File: config.mk
export PLATFORM = sky130hd
export DESIGN_NAME = cwl_cal_guard
export DESIGN_NICKNAME = d
export VERILOG_FILES = /design/src/rtl/cwl_pkg.sv /design/src/rtl/cwl_timer.sv /design/src/rtl/cwl_decode.sv /design/src/rtl/cwl_lockfsm.sv /design/src/rtl/cwl_cal_guard.sv
export SDC_FILE = /design/constraint.sdc
export NUM_CORES = 1
export LEC_CHECK = 0
export BUFFER_PORTS_ARGS = -buffer_cell sky130_fd_sc_hd__buf_4
export CORE_MARGIN = 2
export CORE_UTILIZATION = 47
export DETAILED_ROUTE_END_ITERATION = 8
export PLACE_DENSITY = 0.8
export SLEW_MARGIN = 20
export SYNTH_ARGS = -nofsm -noshare
export SYNTH_HDL_FRONTEND = slang
export SYNTH_SLANG_ARGS = --single-unit
File: constraint.sdc
create_clock -name clk -period 1.8 [get_ports clk]
set_clock_uncertainty 0.1 [all_clocks]
set_input_delay 0.27 -clock clk [delete_from_list [all_inputs] [get_ports clk]]
set_output_delay 0.27 -clock clk [all_outputs]
set_load 0.01 [all_outputs]
File: src/rtl/cwl_pkg.sv
package cwl_pkg;

  // Upper address lines that the block decodes
  localparam int unsigned ADDR_HI = 13;
  localparam int unsigned ADDR_LO = 9;
  localparam int unsigned ADDR_W  = ADDR_HI - ADDR_LO + 1;

  // Bit positions inside the upper-address slice
  localparam int unsigned B_PROT_A = 9  - ADDR_LO;
  localparam int unsigned B_PROT_B = 10 - ADDR_LO;
  localparam int unsigned B_SEL_L  = 11 - ADDR_LO;
  localparam int unsigned B_SEL_M  = 12 - ADDR_LO;
  localparam int unsigned B_SEL_H  = 13 - ADDR_LO;

  typedef struct packed {
    logic cal;   // unlock-access region
    logic ram;   // ordinary RAM region
    logic prot;  // protected calibration area within RAM
  } dec_t;

  function automatic dec_t decode_addr(input logic [ADDR_W-1:0] a);
    dec_t d;
    d.cal  = a[B_SEL_L] & a[B_SEL_M] & ~a[B_SEL_H];
    d.ram  = ~a[B_SEL_L] & a[B_SEL_M] & ~a[B_SEL_H];
    d.prot = a[B_PROT_A] & a[B_PROT_B];
    return d;
  endfunction

endpackage

File: src/rtl/cwl_timer.sv
module cwl_timer #(
  parameter int unsigned ARM_CYC = 8192,
  parameter int unsigned WIN_CYC = 8
) (
  input  logic clk,
  input  logic rst,
  input  logic restart,
  output logic armed,
  output logic in_win,
  output logic late
);
  localparam int unsigned LIMIT = ARM_CYC + WIN_CYC;
  localparam int unsigned CW    = $clog2(LIMIT + 1);

  logic [CW-1:0] cnt;

  always_ff @(posedge clk) begin
    if (rst || restart) begin
      cnt <= '0;
    end else if (cnt != CW'(LIMIT)) begin
      cnt <= cnt + 1'b1;
    end
  end

  always_comb begin
    armed  = (cnt >= CW'(ARM_CYC));
    late   = (cnt >= CW'(LIMIT));
    in_win = armed & ~late;
  end

  AST_CNT_BOUND: assert property (@(posedge clk) disable iff (rst)
    cnt <= CW'(LIMIT)) else $error("count passed limit");

  AST_RESTART_ZERO: assert property (@(posedge clk) disable iff (rst)
    restart |=> !armed) else $error("armed right after restart");

endmodule

File: src/rtl/cwl_decode.sv
module cwl_decode
  import cwl_pkg::*;
(
  input  logic              clk,
  input  logic              rst,
  input  logic [ADDR_W-1:0] addr,
  input  logic              e_strobe,
  output logic              cal_req,
  output logic              ram_hit,
  output logic              prot_hit,
  output logic              cal_sel,
  output logic              ram_sel
);
  dec_t d;
  logic cal_hit;
  logic cal_q;

  always_comb begin
    d        = decode_addr(addr);
    cal_hit  = d.cal & ~e_strobe;
    ram_hit  = d.ram;
    prot_hit = d.prot;
    cal_req  = cal_hit & ~cal_q;
  end

  always_ff @(posedge clk) begin
    if (rst) begin
      cal_q   <= 1'b0;
      cal_sel <= 1'b0;
      ram_sel <= 1'b0;
    end else begin
      cal_q   <= cal_hit;
      cal_sel <= cal_hit;
      ram_sel <= d.ram;
    end
  end

  AST_SEL_EXCL: assert property (@(posedge clk) disable iff (rst)
    !(cal_sel && ram_sel)) else $error("both selects active");

  AST_REQ_FIRST: assert property (@(posedge clk) disable iff (rst)
    cal_req |=> !cal_req) else $error("request repeated");

  AST_E_QUAL: assert property (@(posedge clk) disable iff (rst)
    e_strobe |=> !cal_sel) else $error("cal select with strobe high");

endmodule

File: src/rtl/cwl_lockfsm.sv
module cwl_lockfsm (
  input  logic clk,
  input  logic rst,
  input  logic restart,
  input  logic req,
  input  logic armed,
  input  logic in_win,
  input  logic late,
  output logic unlocked,
  output logic lockout
);

  always_ff @(posedge clk) begin
    if (rst || restart) begin
      unlocked <= 1'b0;
      lockout  <= 1'b0;
    end else if (req) begin
      if (!armed) begin
        lockout  <= 1'b1;
        unlocked <= 1'b0;
      end else if (in_win && !lockout) begin
        unlocked <= 1'b1;
      end
    end
  end

  AST_EARLY_LOCKS: assert property (@(posedge clk) disable iff (rst)
    (req && !armed && !restart) |=> (lockout && !unlocked))
    else $error("early request did not lock");

  AST_WIN_OPENS: assert property (@(posedge clk) disable iff (rst)
    (req && in_win && !lockout && !restart) |=> unlocked)
    else $error("window request did not unlock");

  AST_LATE_INERT: assert property (@(posedge clk) disable iff (rst)
    (req && late && !restart) |=> $stable(unlocked))
    else $error("late request changed state");

  AST_RESTART_RELOCK: assert property (@(posedge clk) disable iff (rst)
    restart |=> (!unlocked && !lockout))
    else $error("restart did not relock");

endmodule

File: src/rtl/cwl_cal_guard.sv
module cwl_cal_guard
  import cwl_pkg::*;
#(
  parameter int unsigned ARM_CYC = 8192,
  parameter int unsigned WIN_CYC = 8
) (
  input  logic              clk,
  input  logic              rst,
  input  logic              tmr_restart,
  input  logic [ADDR_W-1:0] bus_addr,
  input  logic              e_strobe,
  input  logic              wr_req,
  output logic              unlock_n,
  output logic              locked,
  output logic              mem_we_n,
  output logic              cal_sel,
  output logic              ram_sel
);
  logic armed, in_win, late;
  logic cal_req, ram_hit, prot_hit;
  logic unlocked, lockout;

  cwl_timer #(.ARM_CYC(ARM_CYC), .WIN_CYC(WIN_CYC)) u_timer (
    .clk(clk), .rst(rst), .restart(tmr_restart),
    .armed(armed), .in_win(in_win), .late(late)
  );

  cwl_decode u_dec (
    .clk(clk), .rst(rst), .addr(bus_addr), .e_strobe(e_strobe),
    .cal_req(cal_req), .ram_hit(ram_hit), .prot_hit(prot_hit),
    .cal_sel(cal_sel), .ram_sel(ram_sel)
  );

  cwl_lockfsm u_fsm (
    .clk(clk), .rst(rst), .restart(tmr_restart), .req(cal_req),
    .armed(armed), .in_win(in_win), .late(late),
    .unlocked(unlocked), .lockout(lockout)
  );

  always_ff @(posedge clk) begin
    if (rst) begin
      mem_we_n <= 1'b1;
    end else begin
      mem_we_n <= ~(wr_req & ram_hit & (~prot_hit | unlocked));
    end
  end

  assign unlock_n = ~unlocked;
  assign locked   = ~unlocked;

  AST_PROT_BLOCK: assert property (@(posedge clk) disable iff (rst)
    (wr_req && ram_hit && prot_hit && !unlocked) |=> mem_we_n)
    else $error("protected write passed while locked");

  AST_OPEN_WRITE: assert property (@(posedge clk) disable iff (rst)
    (wr_req && ram_hit && !prot_hit) |=> !mem_we_n)
    else $error("ordinary write blocked");

  AST_LOCKOUT_HOLD: assert property (@(posedge clk) disable iff (rst)
    (lockout && !tmr_restart) |=> unlock_n)
    else $error("unlocked during lockout");

endmodule

Word-level counts from Yosys, hierarchy flattened
Index checks and enable logic that the tools add are counted.

Logic and storage cells: 38. Output and inout port bits: 5. Input port bits: 10. Bits in registers: 19.

Eq/ne operators: 2. Add/sub/neg operators: 1. Reduce and logical (&&, ||, !) cells: 5. Bitwise gates (word level): 20. Order comparisons: 2. Multiplexer cells: 2.

Operators by type and width (number): 14-bit greater-or-equal comparator, second input constant (2); 14-bit by 1-bit adder with 14-bit output, second input constant (1); 14-bit inequality test, second input constant (1); 1-bit AND (10); 1-bit NOT (9); 2-bit AND reduction (2); 1-bit two-way mux (2); 2-bit inequality test, second input constant (1); 1-bit logical AND (1); 1-bit zero test (1); 1-bit logical OR (1); 1-bit bitwise OR (1).

Logic depth before layout (Yosys ltp)
Word-level depth: 6. Mapped depth: 6.

Hierarchy
From an unflattened synthesis, not the netlist that was laid out.

Cell total of the unflattened synthesis: 101. Area total of the unflattened synthesis: 920.9 um^2.

Modules (own cells, without submodules): cwl_timer (area each 694.4 um^2, instances 1, cells each 80); cwl_lockfsm (area each 96.3 um^2, instances 1, cells each 8); cwl_decode (area each 86.3 um^2, instances 1, cells each 8); cwl_cal_guard (area each 43.8 um^2, instances 1, cells each 5).

Least setup slack after synthesis
No wires, ideal clock.

Kind: reg-to-reg. Start: register u_timer.cnt[0]. End: register u_timer.cnt[12]. Setup slack: 0.287 ns. Buffers on the path: 0. Arrival: 1.343 ns. Stages on the path, launching flop included: 6. Data required time: 1.630 ns. Cells stage by stage: dfxtp_1 > ha_1 > and2_1 > nand3_1 > or3_1 > a21oi_1.

Cells in the longest elaborated chain, start to end: 1.

RTL lines: start, declared (line cwl_timer.sv:15) `logic [CW-1:0] cnt;`; start signal, assigned (line cwl_timer.sv:21) `cnt <= cnt + 1'b1;`; 14-bit by 1-bit adder with 14-bit output / 14-bit inequality test (equally long branches) (line cwl_timer.sv:21, cwl_timer.sv:20).

Parallel ways exist; a longest one is shown, timed or not. A chain may end at the register's enable or synchronous reset.

Worst setup path after layout
Same ends and word-level chain as after synthesis.

==> metrics.log <==
[metrics] number of buffers added by the clock tree synthesis step: 3
[metrics] HP Class: in2reg
[metrics] mean routed wirelength per cell: 12.1 um
[metrics] I/O pins: 15
[metrics] antenna violations before repair: 0
[metrics] largest buffer count on any clock path: 2
[metrics] HPWL after detailed placement: 1280 um
[metrics] overall global routing resource usage: 17.5%
[metrics] die outline area: 0.00224 mm2
[metrics] vias in the first global route: 656
[metrics] global-route wire length before repair: 2680 um
[metrics] Slowest-stage cell, CP: sky130_fd_sc_hd__dfxtp_1
[metrics] proportion of synthesized chip area in sequential cells: 43.1%
[metrics] via count of the routed design: 697
[metrics] Worst EP required: 1930 ps
[metrics] starting density of the core: 50.5%
[metrics] GRT Residual Overflow: 0
[metrics] final worst-path cycle share: 93.3%
[metrics] IO Port Bufs: 14
[metrics] slew at the pin closest to its max-slew limit: 356 ps
[metrics] RSZ-0062 raised after global routing: no
[metrics] fin. max-slew vios: 0
[metrics] Power per Cell Area: 663 mW/mm2
[metrics] antenna violation net count after detailed routing: 0
[metrics] CTS resizes: 0
[metrics] number of DRC markers in iteration 0: 26
[metrics] clock tree from TritonCTS: built
[metrics] post-route insts no fill: 138
[metrics] proportion of layout cells with a drive suffix above 1: 19.5%
[metrics] maximum number of pins on one net before global-route repair: 15
[metrics] average footprint of a synthesized cell: 9.00 um2
[metrics] max-cap violations: 0
[metrics] Root Driver: sky130_fd_sc_hd__clkbuf_4
[metrics] TritonCTS sink count: 19
[metrics] Area Growth Syn to Fin: 16.2%
[metrics] peak fanout along the critical path: 6
[metrics] Ys Warns: 0
[metrics] final critical delay including setup and external delays: 1680 ps
[metrics] commonest non-fill, non-tap cells in the layout: 19 x sky130_fd_sc_hd__dfxtp_1, 17 x sky130_fd_sc_hd__nor2_1, 14 x sky130_fd_sc_hd__buf_4
[metrics] Worst setup EP type: register
[metrics] number of standard-cell rows in the floorplan: 15
[metrics] final wirelength: 1680 um
[metrics] hold-fix buffers at CTS: 0
[metrics] filler instances: 158
[metrics] routability congestion estimate from global placement: 0.765
[metrics] via density per instance: 5.05
[metrics] nets@finish: 126
[metrics] critical path data arrival time: 1810 ps
[metrics] area inside the core boundary: 0.00175 mm2
[metrics] highest ir drop seen on vdd: 0.000500 V
[metrics] total setup buffers inserted after CTS: 0
[metrics] Max-slew headroom: 75.9%
[metrics] peak clock frequency supported by timing: 0.596 GHz
[metrics] area of the multi-input gates: 470 um2
[metrics] number of unique standard cell types used by synthesis: 32
[metrics] mapped cell area: 882 um2
[metrics] combined flip-flop and latch cell area: 380 um2
[metrics] total iterations of the first detailed-routing run: 4
[metrics] clock insertion delay at the later pin of the skew report: 290 ps
[metrics] Clk pin slew, worst setup/hold paths: 100 ps
[metrics] drc violations: 0
[metrics] result of the run: finished clean
[metrics] Crit Path Category: reg2reg
[metrics] die extent in x: 47.3 um
[metrics] static leakage: 0.383 nW
[metrics] slowest stage delay, CP: 460 ps
[metrics] Util after Layout: 58.7%
[metrics] cell total after placement: 134
[metrics] crit start category: register
[metrics] number of synthesized register bits: 19
[metrics] endpoints failing setup: 0
[metrics] Fin. Hold Viols: 0
[metrics] total number of H-tree levels: 1
[metrics] chip height: 47.3 um
[metrics] list of cells traversed by the critical path: ha_1 -> and2_1 -> nand3_1 -> or3_1 -> a21oi_1
[metrics] most common cell after layout, fill and taps aside: sky130_fd_sc_hd__dfxtp_1
[metrics] total nets after synthesis: 110
[metrics] Setup TNS Final: 0 ps
[metrics] post-synthesis cell count: 98
[metrics] number of diodes added for antenna fixing: 0
-- through the flow --
step	total power (W)	setup slack, ps	instance area (um2)	hold WS (ps)
floorplan	0.000457	287	882	242
global placement	0.000477	185	998	354
detailed placement	0.000479	135	998	362
CTS	0.000687	114	1020	44.4
global route	0.000706	18.8	1020	37.1
finish	0.000679	121	1020	47.7
-- cell families after synthesis --
kind of cell    share of synthesized area, %
simple gates                            34.0
compound gates                          5.39
flops                                   43.1
xor+xnor                                9.93
fa+ha+maj                               2.84
mux                                     1.13
buf+inv                                 3.55
-- power breakdown --
part | leakage, nW | total (W) | switching [W] | internal (W)
logic | 0.214 | 0.0000402 | 0.0000173 | 0.0000229
registers | 0.154 | 0.000429 | 0.00000467 | 0.000424
clock network | 0.0150 | 0.000210 | 0.000124 | 0.0000862
total | 0.383 | 0.000679 | 0.000146 | 0.000533
-- cells in the mapped netlist, drive strengths merged --
cell	n	area share [%]
and3	2	1.6
or3	2	1.4
nand2b	1	0.71
nand4	5	4.3
buf	1	0.85
and4b	1	1.1
xnor2	4	4.0
nor4b	1	0.99
nor4	2	3.8
nand3b	1	0.85
o21ai	2	1.1
nor3	5	2.8
a21oi	4	2.3
nand4b	1	0.99
o211ai	1	0.85
and2	1	0.71
mux2i	1	1.1
clkbuf	1	0.43
or2	1	0.71
nand2	5	2.1
dfxtp	19	43
a311o	1	1.1
inv	3	1.3
nand4bb	1	1.3
ha	2	2.8
nor2	17	7.2
nand3	6	3.4
xor2	6	6.0
dlygate4sd1	1	0.99
-- cell type report --
class	count	area share, %
Clock buffer	4	2.56
Timing Repair Buffer	14	10.3
Tap cell	25	3.05
Sequential cell	19	37.1
Inverter	3	1.10
Multi-Input combinational cell	73	45.9
-- sequential cells by signal, indices dropped and copies added, names as in the netlist --
register,flops
u_dec.cal_sel,1
u_dec.ram_sel,1
u_fsm.unlocked,1
u_timer.cnt,14
u_fsm.lockout,1
mem_we_n,1
-- path summary, 6_finish.rpt --
check	end	start	slack (ps)	depth (start not counted)
hold / removal	u_dec.cal_sel$_SDFF_PP0_	rst	50	2
setup reg to reg	u_timer.cnt[12]$_SDFFE_PP0N_	u_timer.cnt[0]$_SDFFE_PP0N_	120	5
setup / recovery	u_timer.cnt[12]$_SDFFE_PP0N_	u_timer.cnt[0]$_SDFFE_PP0N_	120	5
hold reg to reg	u_fsm.lockout$_SDFFE_PP0P_	u_fsm.lockout$_SDFFE_PP0P_	390	2
-- per-layer routing --
layer / GRT usage, % / routed length [um] / up-vias / part of all wire [%]
li1: - / - / 373 / -
met1: 20.2 / 779 / 314 / 47
met2: 28.9 / 824 / 6 / 49
met3: 3.46 / 37 / 4 / 2.2
met4: 11.7 / 34 / 0 / 2.0
met5: 0 / 0 / - / 0
-- worst max-delay path: cells and delay by family (launching register included) --
family / cells / cell delay [ps]
fa+ha+maj: 1 / 250
flops: 1 / 460
simple gates: 3 / 670
compound gates: 1 / 140
No activity file was read; power rests on OpenSTA's default activity.
